<file path="config.mk">
export PLATFORM = sky130hd
export DESIGN_NAME = quad_wiper_bank
export DESIGN_NICKNAME = d
export VERILOG_FILES = /design/src/rtl/wiper_pkg.sv /design/src/rtl/tap_decoder.sv /design/src/rtl/store_timer.sv /design/src/rtl/wiper_slot.sv /design/src/rtl/quad_wiper_bank.sv
export SDC_FILE = /design/constraint.sdc
export NUM_CORES = 1
export LEC_CHECK = 0
export ABC_CLOCK_PERIOD_IN_PS = 3300
export BUFFER_PORTS_ARGS = -buffer_cell sky130_fd_sc_hd__buf_2
export CAP_MARGIN = 20
export CORE_MARGIN = 4
export CORE_UTILIZATION = 55
export DETAILED_ROUTE_END_ITERATION = 8
export PLACE_DENSITY = 0.81
export SLEW_MARGIN = 20
export SYNTH_ARGS = -nofsm -noshare
export SYNTH_HDL_FRONTEND = slang
export SYNTH_SLANG_ARGS = --single-unit
export TNS_END_PERCENT = 10
</file>
<file path="constraint.sdc">
create_clock -name clk -period 3.3 [get_ports clk]
set_clock_uncertainty 0.1 [all_clocks]
set_input_delay 0.825 -clock clk [delete_from_list [all_inputs] [get_ports clk]]
set_output_delay 0.825 -clock clk [all_outputs]
set_load 0.01 [all_outputs]
</file>
<file path="src/rtl/wiper_pkg.sv">
// Shared operation codes for the quad wiper register bank.
// Assumes a 3-bit operation field delivered by the serial front end.
package wiper_pkg;
    typedef enum logic [2:0] {
        OP_RD_WIPER = 3'd0,
        OP_WR_WIPER = 3'd1,
        OP_RD_STORE = 3'd2,
        OP_WR_STORE = 3'd3,
        OP_RECALL   = 3'd4,
        OP_SAVE     = 3'd5,
        OP_NOP6     = 3'd6,
        OP_NOP7     = 3'd7
    } wiper_op_e;
endpackage

</file>
<file path="src/rtl/tap_decoder.sv">
// Tap decoder: turns the low bits of a wiper value into a one-hot enable
// vector. Assumes TAPS == 2**TAP_BITS; upper wiper bits are not looked at.
module tap_decoder #(
    parameter int TAP_BITS = 6,
    parameter int TAPS     = 1 << TAP_BITS
) (
    input  logic [TAP_BITS-1:0] pos,
    output logic [TAPS-1:0]     taps
);
    localparam logic [TAPS-1:0] ONE = {{(TAPS-1){1'b0}}, 1'b1};

    // Shift a single set bit to the selected tap.
    always_comb begin
        taps = ONE << pos;
    end
endmodule

</file>
<file path="src/rtl/store_timer.sv">
// Retained-write timer: holds busy for WRITE_CYCLES cycles after a start
// pulse. Assumes start is only pulsed while idle; reset cancels the window.
module store_timer #(
    parameter int WRITE_CYCLES = 625000,
    parameter int CNT_W        = $clog2(WRITE_CYCLES + 1)
) (
    input  logic clk,
    input  logic rst_n,
    input  logic start,
    output logic busy
);
    localparam logic [CNT_W-1:0] LOAD = CNT_W'(WRITE_CYCLES);

    logic [CNT_W-1:0] cnt_q;

    // Load on start, count down to zero otherwise.
    always_ff @(posedge clk) begin
        if (!rst_n)
            cnt_q <= '0;
        else if (start)
            cnt_q <= LOAD;
        else if (cnt_q != '0)
            cnt_q <= cnt_q - 1'b1;
    end

    // Busy while the counter has cycles left.
    always_comb begin
        busy = (cnt_q != '0);
    end
endmodule

</file>
<file path="src/rtl/wiper_slot.sv">
// One array's state: a volatile wiper register and NUM_REGS retained
// registers. Retained registers are not cleared by reset; they power on at
// zero. Reset reloads the wiper from retained register 0. The caller makes
// sure that at most one write enable is high per cycle.
module wiper_slot #(
    parameter int DATA_W   = 8,
    parameter int NUM_REGS = 4,
    parameter int REG_W    = $clog2(NUM_REGS)
) (
    input  logic              clk,
    input  logic              rst_n,
    input  logic              wr_wiper,
    input  logic              wr_store,
    input  logic              recall,
    input  logic              save,
    input  logic [REG_W-1:0]  reg_sel,
    input  logic [DATA_W-1:0] wdata,
    output logic [DATA_W-1:0] wiper,
    output logic [DATA_W-1:0] store_rd
);
    logic [DATA_W-1:0] wiper_q;
    logic [DATA_W-1:0] store_q [NUM_REGS] = '{default: '0};

    // Wiper register: reset recall, direct write or copy from a stored slot.
    always_ff @(posedge clk) begin
        if (!rst_n)
            wiper_q <= store_q[0];
        else if (wr_wiper)
            wiper_q <= wdata;
        else if (recall)
            wiper_q <= store_q[reg_sel];
    end

    // Retained registers: direct write or save of the current wiper.
    generate
        for (genvar r = 0; r < NUM_REGS; r++) begin : g_store
            always_ff @(posedge clk) begin
                if (rst_n && reg_sel == REG_W'(r)) begin
                    if (wr_store)
                        store_q[r] <= wdata;
                    else if (save)
                        store_q[r] <= wiper_q;
                end
            end
        end
    endgenerate

    // Expose the wiper and the selected retained register.
    always_comb begin
        wiper    = wiper_q;
        store_rd = store_q[reg_sel];
    end
endmodule

</file>
<file path="src/rtl/quad_wiper_bank.sv">
// Quad wiper register bank: decodes front-end operations, steers them to
// four array slots, runs the retained-write busy window and returns reads
// one cycle after the request. Assumes one op_valid pulse per request.
module quad_wiper_bank
    import wiper_pkg::*;
#(
    parameter int NUM_ARRAYS   = 4,
    parameter int NUM_REGS     = 4,
    parameter int DATA_W       = 8,
    parameter int TAP_BITS     = 6,
    parameter int WRITE_CYCLES = 625000,
    parameter int ARR_W        = $clog2(NUM_ARRAYS),
    parameter int REG_W        = $clog2(NUM_REGS),
    parameter int TAPS         = 1 << TAP_BITS
) (
    input  logic                       clk,
    input  logic                       rst_n,
    input  logic                       op_valid,
    input  logic [2:0]                 op_code,
    input  logic                       op_global,
    input  logic [ARR_W-1:0]           op_array,
    input  logic [REG_W-1:0]           op_reg,
    input  logic [DATA_W-1:0]          op_wdata,
    output logic [DATA_W-1:0]          rd_data,
    output logic                       rd_valid,
    output logic                       busy,
    output logic                       op_reject,
    output logic [NUM_ARRAYS*TAPS-1:0] tap_sel
);
    wiper_op_e         op;
    logic              needs_idle, accept, is_read, start_store;
    logic [DATA_W-1:0] wiper_v [NUM_ARRAYS];
    logic [DATA_W-1:0] store_v [NUM_ARRAYS];
    logic [DATA_W-1:0] rd_data_q;
    logic              rd_valid_q, reject_q;

    // Classify the request and decide whether it may proceed.
    always_comb begin
        op          = wiper_op_e'(op_code);
        needs_idle  = (op == OP_WR_STORE) || (op == OP_RECALL) || (op == OP_SAVE);
        is_read     = (op == OP_RD_WIPER) || (op == OP_RD_STORE);
        accept      = op_valid && !(needs_idle && busy) &&
                      (op != OP_NOP6) && (op != OP_NOP7);
        start_store = accept && ((op == OP_WR_STORE) || (op == OP_SAVE));
    end

    store_timer #(.WRITE_CYCLES(WRITE_CYCLES)) u_timer (
        .clk   (clk),
        .rst_n (rst_n),
        .start (start_store),
        .busy  (busy)
    );

    generate
        for (genvar a = 0; a < NUM_ARRAYS; a++) begin : g_arr
            logic named, xfer_hit;

            // Direct access follows op_array; copies may be global.
            always_comb begin
                named    = (op_array == ARR_W'(a));
                xfer_hit = named || op_global;
            end

            wiper_slot #(.DATA_W(DATA_W), .NUM_REGS(NUM_REGS)) u_slot (
                .clk      (clk),
                .rst_n    (rst_n),
                .wr_wiper (accept && op == OP_WR_WIPER && named),
                .wr_store (accept && op == OP_WR_STORE && named),
                .recall   (accept && op == OP_RECALL && xfer_hit),
                .save     (accept && op == OP_SAVE && xfer_hit),
                .reg_sel  (op_reg),
                .wdata    (op_wdata),
                .wiper    (wiper_v[a]),
                .store_rd (store_v[a])
            );

            tap_decoder #(.TAP_BITS(TAP_BITS)) u_dec (
                .pos  (wiper_v[a][TAP_BITS-1:0]),
                .taps (tap_sel[a*TAPS +: TAPS])
            );
        end
    endgenerate

    // Register read results and the refusal flag.
    always_ff @(posedge clk) begin
        if (!rst_n) begin
            rd_valid_q <= 1'b0;
            reject_q   <= 1'b0;
            rd_data_q  <= '0;
        end else begin
            rd_valid_q <= accept && is_read;
            reject_q   <= op_valid && needs_idle && busy;
            if (accept && is_read)
                rd_data_q <= (op == OP_RD_WIPER) ? wiper_v[op_array] : store_v[op_array];
        end
    end

    // Drive the read and refusal outputs.
    always_comb begin
        rd_data   = rd_data_q;
        rd_valid  = rd_valid_q;
        op_reject = reject_q;
    end
endmodule

</file>
# == After elaboration in Yosys (flattened, before gate mapping) ==
# Memory sizes are Yosys's and may differ from the RTL's.
# Index checks and enable logic that the tools add are counted.
# word_totals
in_bits,19
mem_bits_rw,128
mem_count,4
ff_bits,62
output_inout_bits,267
word_cells,262
# memory_table
memory,words,word_bits,read_ports,rd_ports_with_merged_regs,write_ports,line,text
g_arr[0].u_slot.store_q,4,8,2,0,1,wiper_slot.sv:22,logic [DATA_W-1:0] store_q [NUM_REGS] = '{default: '0};
g_arr[1].u_slot.store_q,4,8,2,0,1,wiper_slot.sv:22,
g_arr[2].u_slot.store_q,4,8,2,0,1,wiper_slot.sv:22,
g_arr[3].u_slot.store_q,4,8,2,0,1,wiper_slot.sv:22,
# op_classes
n_shift,4
n_lt_le_gt_ge,1
n_mux,149
n_addsub,1
n_reduce_logical,59
eq_ne,17
bitwise,18
# ops
op,n
$mux W8,45
$shl A1 B6 Y64 const A,4
$reduce_or A8 Y1,12
$mux W1,88
$mux W20,2
$bmux W8 S2,2
$logic_and A1 B1 Y1,32
$mux W2,12
$reduce_bool A20 Y1,1
$sub A20 B1 Y20 const B,1
$or A1 B1 Y1,16
$ne A3 B1 Y1 const B,4
$eq A2 B2 Y1 const B,4
$logic_or A1 B1 Y1,8
$eq A3 B2 Y1 const B,2
$eq A3 B3 Y1 const B,2
$ne A3 B3 Y1 const B,2
$eq A2 B1 Y1 const B,2
$logic_not A2 Y1,2
$eq A3 B1 Y1 const B,1
$ge A3 B3 Y1 const B,1
$logic_not A3 Y1,1
$not A2 Y3,1
$reduce_bool A2 Y1,1
other kinds (3),3

# == Depth between registers and ports, before layout ==
# Gate-level depths: netlist of the first run.
# logic_depth
ltp_word,19
mapped_depth,8
depth_no_buf,8

# == Cells and area by module ==
# Synthesis of the first run repeated with hierarchy kept, for this count alone.
# unflattened
hier_cells,1091
area_unflattened_um2,12129.1
# modules_own_cells
module,cells_each,instances,area_each_um2,seq_area_each_um2
wiper_slot at g_arr[2].u_slot,125,1,2109.5,1201.2
wiper_slot at g_arr[3].u_slot,125,1,2084.5,1201.2
wiper_slot at g_arr[0].u_slot,125,1,2054.5,1201.2
wiper_slot at g_arr[1].u_slot,125,1,2048.2,1201.2
tap_decoder,95,4,465.4,0.0
store_timer,114,1,1021.0,400.4
quad_wiper_bank,97,1,949.7,200.2

# == Least setup slack after synthesis of the first run ==
# No wires, ideal clock.
# synth_timing
kind,input-to-reg
from,input op_reg[0]
to,memory g_arr[0].u_slot.store_q[3][0] (enable)
setup_ns,0.370
required_ns,2.830
arrival_time_ns,2.660
n_path_buf,4
setup_slack_ns,0.170
path_stages,6
cell_sequence,buf_2 > buf_2 > clkbuf_1 > clkbuf_1 > nand4_1 > nor2_1
# synth_between
elab_chain_len,9
elab_cells_between_ends,37
cone_classes,eq/ne: 3; mux: 22; bitwise: 4; reduce/logical: 8
# synth_rtl
element,line,text
from (decl),quad_wiper_bank.sv:22,"input logic [REG_W-1:0] op_reg,"
$eq A2 B1 Y1,wiper_slot.sv:38,if (rst_n && reg_sel == REG_W'(r)) begin
$logic_and A1 B1 Y1,wiper_slot.sv:38,
$mux W1,wiper_slot.sv:38,
"$mux W1, on equally long branches","wiper_slot.sv:40, wiper_slot.sv:42",
$or A1 B1 Y1 (no line),--,
$reduce_or A8 Y1 (no line),--,
$mux W2 (no line) or $mux W1 (tied branches) (3 in a row),--,
to (decl),wiper_slot.sv:22,
# Parallel ways exist; a longest one is shown, timed or not.

# == Worst setup path in the final report of the first run ==
# layout_timing
from,register g_arr[1].u_slot.wiper_q[0]
to,output tap_sel[64]
# layout_between
elab_chain_len,1
# layout_rtl
element,line,text
from (decl),wiper_slot.sv:21,logic [DATA_W-1:0] wiper_q;
from (signal assigned),wiper_slot.sv:27,wiper_q <= store_q[0];
from (signal assigned),wiper_slot.sv:29,wiper_q <= wdata;
from (signal assigned),wiper_slot.sv:31,wiper_q <= store_q[reg_sel];
$shl A1 B6 Y64,tap_decoder.sv:14,taps = ONE << pos;
to (decl),quad_wiper_bank.sv:28,output logic [NUM_ARRAYS*TAPS-1:0] tap_sel
# Every way passes these cells.

==> results.cfg, run 1 <==
[final_layout]
synthToLayoutAreaGrowth_pct = 19.2
fin_util_pct = 67.5
nNetsFinal = 1492
fin_area_um2 = 14900
stdcell_count = 1765
drive_gt1_share_pct = 38.9
diodes = 0

[pwr]
finalPower_w = 0.00713
vdd_drop_max_mv = 0.329
power_frac_clock_pct = 31.4
p_int_w = 0.00483
leakagePower_nw = 6.32
seqPwrFrac_pct = 41.9
p_sw_w = 0.00231
swShare_pct = 32.3
power_density_nw_per_um2 = 477
combPwrFrac_pct = 26.7

[synthesis]
avgSynthCellArea_um2 = 10.3
async_flop_share_pct = 0
syn-num-nets = 1241
synthDistinctLibCells = 63
ys_seq_area_share_pct = 43.1
synthCells = 1221
ys_ff_latch = 190
synthFlopType = edfxtp_1
yosysWarningCount = 0
synthesis.area_um2 = 12500
synth_edf_count = 160

[clock_tree]
hold_buffers = 0
cts-root-buf = clkbuf_16
cts.sinks = 190
cts_buffers = 17
clockBufferDepth = 2
clk_pin_slew_worst_paths_ns = 0.07
htreeDepth = 4
worstSkewPairLatency_ns = 0.45
cts_tree = yes

[worst_setup_path]
reg2regPathDepth = 8
r2r_start = u_timer.cnt_q[0]$_SDFFE_PP0N_
criticalPathCategory = reg2out
crit_arrival_ns = 2.27
critPathRequiredTime_ns = 2.37
worstPathMaxFanout = 13
reg2reg_slack_ns = 0.12
critPathLaunchType = flop
crit_path_end_kind = output pin
r2r_end = g_arr[1].u_slot.store_q[3][1]$_DFFE_PP_

[worst_hold_path]
min_from = rd_data[0]$_SDFFE_PN0P_
min-delay-path-class = reg2reg
holdPathEnd = rd_data[0]$_SDFFE_PN0P_
whs_path_depth = 1

[grt]
grt_usage_pct = 30.6
grt_max_degree = 82
overflow = 0
met2_usage_pct = 52.1
grt_pass1_vias = 10900
gr-usage-met3_pct = 7.95
gr-max-usage-layer = met2
grt_pass1_wl_mm = 61.3
antenna_found_initial = 0
grt_util_met1_pct = 37.4

[detailed_routing]
routed_wl_mm = 40.0
wl_per_cell_um = 22.7
via_count = 11200
final_antenna_net_count = 0
drc = 0
vias_per_cell = 6.33
first_iter_violations = 1415
drtPass1Iterations = 6

[timing]
period_share_pct = 96.9
finalSetupViolations = 0
max_freq_mhz = 313
slew-limit-headroom_pct = 24.8
rsz0062_at_grt = false
tightest_slew_ns = 1.12
report.final.slew_viol_count = 0
finalHoldViolations = 0
min_period_ns = 3.20
tns_ns = 0

[floorplan]
die_w_um = 159
fp.coreArea_um2 = 22200
initial_utilization_pct = 56.6
placementRows = 54
fp.dieArea_um2 = 25300
ios = 286
die_y_um = 159

[place]
gp_congestion = 0.976
post-dp-hpwl_mm = 28.2
placed_area_um2 = 14300
numPlacedInstances = 1731
port-buffer-count = 285

[flow_run]
maxCapViolCount = 0

[run_status]
status = finished, final reports clean
[kinds of logic after synthesis]
group | after synthesis | share of synthesized area, %
AO/OA/AOI/OAI | 105 | 5.22
XOR/XNOR | 5 | 0.349
buffers and inverters | 107 | 3.36
flip-flops | 190 | 43.1
adder cells (fa/ha/maj) | 1 | 0.0997
AND/OR/NAND/NOR | 577 | 22.0
multiplexers | 236 | 25.9
[layout make-up]
type | instances | area, um2
clock buffers | 17 | 425
clock inverters | 15 | 209
fillers | 1671 | 7210
inverters | 5 | 18.8
multi-input cells | 924 | 6720
flip-flops and latches | 190 | 5410
well taps | 280 | 350
repair buffers | 334 | 1820
[routing by layer]
layer  wire [um]  share of wire [%]  up-vias
met5           0                  0        -
met4        1640                4.1        0
met3        4680                 12      123
met2       19300                 48      847
met1       14400                 36     5279
li1            -                  -     4929
[placed cells by master, fill, tap and decap left out, types with 6 or more instances in the layout]
cell / Yosys / layout
o21ai_0: 12 / 12
nand2_1: 57 / 57
edfxtp_1: 160 / 160
a31oi_1: 8 / 8
mux2_4: 8 / 8
nor2b_1: 29 / 29
or2_2: 7 / 7
nand3_1: 33 / 33
nor3_4: 7 / 7
clkbuf_16: 0 / 17
and2_1: 11 / 11
nor3_1: 28 / 28
nand2b_1: 15 / 15
a22oi_1: 10 / 10
a221oi_1: 6 / 6
nand4_1: 8 / 8
buf_4: 0 / 48
mux4_2: 55 / 55
a21oi_1: 46 / 46
nand3b_1: 9 / 9
dfxtp_1: 30 / 30
buf_2: 10 / 284
or3_1: 12 / 12
mux2i_1: 51 / 51
mux2_2: 118 / 118
nor2_1: 328 / 328
[how the worst max path moves through the flow]
stage | startpoint | end | slack [ns] | cells past startpoint
floorplan | op_reg[0] | g_arr[0].u_slot.store_q[3][0]$_DFFE_PP_ | 0.17 | 6
global placement | rst_n | g_arr[2].u_slot.store_q[2][4]$_DFFE_PP_ | 0.17 | 6
detailed placement | rst_n | g_arr[2].u_slot.store_q[2][6]$_DFFE_PP_ | 0.09 | 6
CTS | g_arr[1].u_slot.wiper[1]$_DFFE_PP_ | tap_sel[64] | 0.08 | 4
global route | u_timer.cnt_q[0]$_SDFFE_PP0N_ | busy | 0.008 | 7
finish | g_arr[1].u_slot.wiper[0]$_DFFE_PP_ | tap_sel[64] | 0.10 | 4
[timing repair]
| action | 4_1_cts | 5_1_grt |
|---|---|---|
| buffers inserted | 0 | 2 |
| endpoints found under the setup margin | 0 | 1 |
| gates resized for setup | 0 | 0 |
| endpoints found under the hold margin | 0 | 0 |
[worst max-delay path: stages (launching register included)]
cell      delay, ns
edfxtp_1       0.56
or2_2          0.47
or3_1          0.42
nor3_1         0.19
buf_2          0.18
[registers in the layout, summed over array words and instances (netlist names)]
| register | count |
|---|---|
| u_timer.cnt_q | 20 |
| op_reject | 1 |
| g_arr.u_slot.wiper | 32 |
| g_arr.u_slot.store_q | 128 |
| rd_data | 8 |
| rd_valid | 1 |
[power by group through the flow]
stage	logic [W]	registers, W	clock network, W
floorplan	0.00144	0.00292	0
global placement	0.00182	0.00302	0
detailed placement	0.00186	0.00303	0
CTS	0.00187	0.00298	0.00224
global route	0.00209	0.00301	0.00235
finish	0.00190	0.00299	0.00224
[synth_stat cells, types with 10 or more instances]
library cell | instances | area (um2)
nor2_1 | 328 | 1230
nor2b_1 | 29 | 181
clkbuf_1 | 86 | 323
buf_2 | 10 | 50.1
mux2i_1 | 51 | 510
and2_1 | 11 | 68.8
a21oi_1 | 46 | 230
nand2_1 | 57 | 214
a22oi_1 | 10 | 75.1
dfxtp_1 | 30 | 601
mux4_2 | 55 | 1240
mux2_2 | 118 | 1330
nor3_1 | 28 | 140
o21ai_0 | 12 | 60.1
nand2b_1 | 15 | 93.8
or3_1 | 12 | 75.1
nand3_1 | 33 | 165
edfxtp_1 | 160 | 4800
[stage by stage]
step           worst slack (ns)  hold slack [ns]
3_5_place_dp             0.0874            0.336
3_3_place_gp              0.167            0.331
2_1_floorplan             0.170            0.389
6_report                  0.103            0.349
5_1_grt                 0.00828            0.365
4_1_cts                  0.0760            0.352
Note: power is estimated with default switching activity, not from simulation.
==> inputs of run 2 (changes only) <==
- RECOVER_POWER: unset -> 100
- SYNTH_HIERARCHICAL: unset -> 1
==> run 2 against run 1 <==
Against the previous run: the run now ends with setup timing left; area after synthesis shrank 3.3%; count of clock-buffer cells in the layout grew 1; total power shrank 9.1%; clock power shrank 17%; routed wire length shrank 13%; worst hold slack gained 0.030 ns; non-clock buffer count grew 46; critical path type is now reg2reg; largest cell class unchanged.
==> results.cfg, run 2 <==
[run_status]
status = finished, violations left
violations = setup timing

[floorplan]
ios = 286
fp.coreArea_um2 = 21800
die_w_um = 157
initial_utilization_pct = 55.8
placementRows = 54
fp.dieArea_um2 = 24500
die_y_um = 157

[final_layout]
num-fill-cells = 1539
largest_reg_flops = 128
layout_commonest_cell = nor2_1
final_cell_mix = 334 x nor2_1, 273 x buf_2, 160 x edfxtp_1, 97 x mux2_2, 76 x buf_4
regMostFlops = g_arr.u_slot/store_q
drive_gt1_share_pct = 42.6
synthToLayoutAreaGrowth_pct = 23.2
stdcell_count = 1705
nNetsFinal = 1432

[grt]
grt_pass1_wl_mm = 53.0
grt_pass1_vias = 9439
grt_usage_pct = 27.4
antenna_found_initial = 3
overflow = 0
grt_max_degree = 50

[timing]
finalSetupViolations = 257
finalHoldViolations = 0
setup_ws_ns = -0.325
rsz0062_at_grt = true
max_freq_mhz = 276
min_period_ns = 3.62
period_share_pct = 110
tightest_slew_ns = 1.05
slew-limit-headroom_pct = 30.3
report.final.slew_viol_count = 0

[worst_setup_path]
crit_arrival_ns = 3.71
critPathRequiredTime_ns = 3.38
critPathLaunchType = flop
criticalPathCategory = reg2reg
worstPathMaxFanout = 8
crit_path_end_kind = flop

[synthesis]
synth_top_area_share_pct = 39.6
synth_commonest_cells = 340 x nor2_1, 160 x edfxtp_1, 103 x mux2_2
synthDistinctLibCells = 61
async_flop_share_pct = 0
netlist_top_cells_area = edfxtp_1 40%, nor2_1 11%, mux2_2 9.6%
synthFlopType = edfxtp_1
syn-num-nets = 1112
yosysMostFrequentCell = nor2_1
yosysWarningCount = 6
synthesis.area_um2 = 12100
ys_ff_latch = 190
avgSynthCellArea_um2 = 11.1
ys_seq_area_share_pct = 44.6
yosysTopAreaCell = edfxtp_1
synthCells = 1091
synth_edf_count = 160

[clock_tree]
clk_pin_slew_worst_paths_ns = 0.07
htreeDepth = 4
cts.sinks = 190
hold_buffers = 0
cts-root-buf = clkbuf_16
cts_buffers = 17
cts_tree = yes
worstSkewPairLatency_ns = 0.43
clockBufferDepth = 2

[worst_hold_path]
min-delay-path-class = reg2reg

[place]
numPlacedInstances = 1656
dp_slack_ns = -0.354
post-dp-hpwl_mm = 24.8
gp_congestion = 0.906
port-buffer-count = 285

[detailed_routing]
vias_per_cell = 6.04
first_iter_violations = 1168
wl_per_cell_um = 20.5
routed_wl_mm = 34.9
drtPass1Iterations = 5
drc = 0
via_count = 10300
final_antenna_net_count = 0

[flow_run]
maxCapViolCount = 0

[pwr]
power_density_nw_per_um2 = 434
vdd_drop_max_mv = 0.238
leakagePower_nw = 6.08
run 2: cell type report:
type | count | area, um2 | area share (%)
inverters | 2 | 7.51 | 0.0502
clock buffers | 18 | 429 | 2.87
flip-flops and latches | 190 | 5410 | 36.2
well taps | 280 | 350 | 2.34
multi-input cells | 820 | 6490 | 43.4
repair buffers | 380 | 2170 | 14.5
diodes | 1 | 2.50 | 0.0167
clock inverters | 14 | 92.6 | 0.620
run 2: report_power, final:
| part | total [W] | switching, W | internal [W] |
|---|---|---|---|
| Combinational | 0.00173 | 0.000913 | 0.000812 |
| Sequential | 0.00291 | 0.000169 | 0.00274 |
| Clock | 0.00185 | 0.000892 | 0.000960 |
run 2: what timing repair did:
| item | in CTS | in global routing |
|---|---|---|
| setup endpoints to repair | 239 | 249 |
| buffers inserted | 8 | 9 |
| resized for setup | 22 | 11 |
| pin swaps | 9 | 7 |
run 2: cells by family (layout without fill, tap and decap cells):
group | Yosys count | in the layout | share of synthesized area [%]
and+or+nand+nor | 521 | 521 | 22.5
DFF | 190 | 190 | 44.6
buffers and inverters | 81 | 414 | 3.59
muxes | 210 | 210 | 24.8
other | 0 | 1 | 0
adders and majority gates | 2 | 2 | 0.206
xor gates and xnor gates | 9 | 9 | 0.650
AOI/OAI and AO/OA | 78 | 78 | 3.71
run 2: worst max-delay path: stages (launching register included):
cell	delay [ns]
dfxtp_2	0.33
inv_2	0.08
ha_4	0.12
or4b_4	0.44
or2_1	0.24
or3_4	0.36
nor3b_4	0.26
nand3_4	0.19
buf_4	0.20
nor2_4	0.13
nor3b_4	0.25
buf_4	0.18
nand3b_4	0.16
mux2_2	0.32
run 2: stage by stage:
| stage | util (%) | instance area [um2] | total power (W) | hold slack [ns] | TNS (ns) |
|---|---|---|---|---|---|
| global placement | 65.3 | 14200 | 0.00450 | 0.363 | -20.59 |
| CTS | 68.4 | 14900 | 0.00644 | 0.379 | -12.06 |
| global route | 68.7 | 14900 | 0.00678 | 0.405 | -66.24 |
| detailed placement | 65.3 | 14200 | 0.00456 | 0.368 | -37.33 |
| finish | 68.7 | 14900 | 0.00649 | 0.378 | -36.62 |
| floorplan | - | 12200 | 0.00397 | 0.348 | -15.51 |
run 2: worst paths after layout:
kind / startpoint / endpoint / slack, ns / cells after the start
worst max-delay path: u_timer/cnt_q[0]$_SDFFE_PP0P_ / g_arr[1].u_slot/store_q[0][3]$_DFFE_PP_ / -0.32 / 13
worst min-delay path: u_timer/cnt_q[10]$_SDFFE_PP0P_ / u_timer/cnt_q[10]$_SDFFE_PP0P_ / 0.38 / 2
worst max register to register: u_timer/cnt_q[0]$_SDFFE_PP0P_ / g_arr[1].u_slot/store_q[0][3]$_DFFE_PP_ / -0.32 / 13
worst min register to register: u_timer/cnt_q[10]$_SDFFE_PP0P_ / u_timer/cnt_q[10]$_SDFFE_PP0P_ / 0.38 / 2
run 2: routing by layer:
metal / routed length, um / GRT usage [%]
met3: 3120 / 4.98
met1: 13500 / 36.1
met2: 17100 / 45.8
met5: 20 / 0
met4: 1170 / 9.67
==> inputs of run 3 (changes only) <==
- CORE_MARGIN: 4 -> 8
- GPL_ROUTABILITY_DRIVEN: unset -> 0
==> run 3 against run 2 <==
Against the previous run: the flow still finishes with violations (setup timing); routed wire length increased by 4.3%; final cell count shrank 0.12%; die area rose by 10%; first-iteration DRC count is 9.2% lower; sequential power is essentially flat; utilization rose by 1.1 points; clock power about the same.
==> results.cfg, run 3 (synthesis gave the netlist of run 2 again) <==
[place]
placed_area_um2 = 14200
dp_slack_ns = -0.378
port-buffer-count = 285
post-dp-hpwl_mm = 25.7

[timing]
report.final.slew_viol_count = 0
max_freq_mhz = 276
setup_ws_ns = -0.319
min_period_ns = 3.62
tightest_slew_ns = 0.782
period_share_pct = 110
finalSetupViolations = 176
rsz0062_at_grt = true
finalHoldViolations = 0
slew-limit-headroom_pct = 47.7

[final_layout]
nNetsFinal = 1430
layout_commonest_cell = nor2_1
regMostFlops = g_arr.u_slot/store_q
largest_reg_flops = 128
synthToLayoutAreaGrowth_pct = 25.2
num-fill-cells = 1503
drive_gt1_share_pct = 43.2
fin_area_um2 = 15200
final_cell_mix = 334 x nor2_1, 274 x buf_2, 160 x edfxtp_1, 77 x mux2_4, 72 x buf_4

[floorplan]
die_w_um = 165
placementRows = 54
die_y_um = 165
fp.coreArea_um2 = 21800
initial_utilization_pct = 55.8
fp.dieArea_um2 = 27100
ios = 286

[detailed_routing]
routed_wl_mm = 36.4
wl_per_cell_um = 21.4
via_count = 10300
first_iter_violations = 1060
drc = 0
drtPass1Iterations = 5
vias_per_cell = 6.06
final_antenna_net_count = 0

[grt]
met2_usage_pct = 44.1
overflow = 0
grt_pass1_wl_mm = 54.7
gr-usage-met3_pct = 3.94
grt_pass1_vias = 9528
grt_max_degree = 40
antenna_found_initial = 2
grt_util_met1_pct = 32.4
grt_usage_pct = 25.6
gr-max-usage-layer = met2

[run_status]
status = finished, violations left
violations = setup timing

[worst_setup_path]
crit_family = simple AND/OR/NAND/NOR gates
worst_path_largest_cell_delay_ns = 0.45
crit_path_cell_trace = inv_2 > ha_4 > or4b_4 > or2_1 > or3_4 > nor3b_4 > nand3_4 > buf_4 > nor2_4 > nand3b_4 > or3_4 > buf_6 > mux2_4
crit_path_end_kind = flop
cp_common_cell = or3_4
crit_buf_inv = 3
critical-path-slowest-cell = or4b_4
crit_arrival_ns = 3.70
criticalPathCategory = reg2reg
worstPathMaxFanout = 8
critPathLaunchType = flop
critPathRequiredTime_ns = 3.38

[pwr]
power_density_nw_per_um2 = 426
finalPower_w = 0.00648
power_frac_clock_pct = 28.2
vdd_drop_max_mv = 0.251
p_sw_w = 0.00196
seqPwrFrac_pct = 45.0
combPwrFrac_pct = 26.8
leakagePower_nw = 6.24
swShare_pct = 30.3
p_int_w = 0.00451

[clock_tree]
clockBufferDepth = 2
cts_buffers = 17
cts-root-buf = clkbuf_16
cts.sinks = 190
cts_tree = yes
htreeDepth = 4
worstSkewPairLatency_ns = 0.43
clk_pin_slew_worst_paths_ns = 0.07

[worst_hold_path]
min-delay-path-class = reg2reg

[flow_run]
maxCapViolCount = 0
run 3: final timing paths:
path / to / start / cells past startpoint / slack [ns]
worst max register to register: g_arr[0].u_slot/store_q[0][4]$_DFFE_PP_ / u_timer/cnt_q[0]$_SDFFE_PP0P_ / 13 / -0.32
worst min-delay path: u_timer/cnt_q[10]$_SDFFE_PP0P_ / u_timer/cnt_q[10]$_SDFFE_PP0P_ / 2 / 0.38
worst min register to register: u_timer/cnt_q[10]$_SDFFE_PP0P_ / u_timer/cnt_q[10]$_SDFFE_PP0P_ / 2 / 0.38
worst max-delay path: g_arr[0].u_slot/store_q[0][4]$_DFFE_PP_ / u_timer/cnt_q[0]$_SDFFE_PP0P_ / 13 / -0.32
run 3: power groups by stage:
stage          clock network (W)  registers [W]  logic (W)
3_3_place_gp                   0        0.00294    0.00157
5_1_grt                  0.00193        0.00293    0.00187
6_report                 0.00183        0.00291    0.00174
3_5_place_dp                   0        0.00295    0.00162
4_1_cts                  0.00184        0.00290    0.00167
2_1_floorplan                  0        0.00291    0.00106
run 3: area by class of cell:
| class | count | area [um2] | area share (%) |
|---|---|---|---|
| clock inverter | 13 | 76.3 | 0.502 |
| multi-input combinational | 820 | 6690 | 44.0 |
| clock buffer | 19 | 433 | 2.85 |
| timing repair buffer | 378 | 2230 | 14.7 |
| sequential | 190 | 5410 | 35.6 |
| tap | 280 | 350 | 2.31 |
| inverter | 2 | 7.51 | 0.0494 |
| antenna | 1 | 2.50 | 0.0165 |
run 3: stage by stage:
| stage | cells | setup TNS, ns | hold WS (ns) | util, % |
|---|---|---|---|---|
| after floorplan | 1091 | -15.51 | 0.348 | - |
| after global placement | 1656 | -18.86 | 0.364 | 65.4 |
| after detailed placement | 1656 | -33.66 | 0.378 | 65.4 |
| after CTS | 1694 | -14.26 | 0.387 | 68.8 |
| after global routing | 1703 | -44.96 | 0.421 | 69.8 |
| final | 1703 | -29.93 | 0.384 | 69.8 |
run 3: worst reg2reg max path, delay by kind of cell, from the launching register on:
| family | cells | cell delay [ns] |
|---|---|---|
| buf+inv | 3 | 0.42 |
| simple gates | 8 | 2.07 |
| flops | 1 | 0.33 |
| mux | 1 | 0.31 |
| fa+ha+maj | 1 | 0.13 |
run 3: repair_timing:
item                                    CTS  global route
hold buffers                              0             0
endpoints found under the setup margin  225           217
pin swaps                                10            12
buffers inserted                          6             8
resized for setup                        41            51
run 3: metal layers:
metal | part of all wire, % | up-vias
met3 | 9.2 | 74
met1 | 38 | 5057
li1 | - | 4661
met2 | 50 | 520
met4 | 3.0 | 2
met5 | 0.036 | -
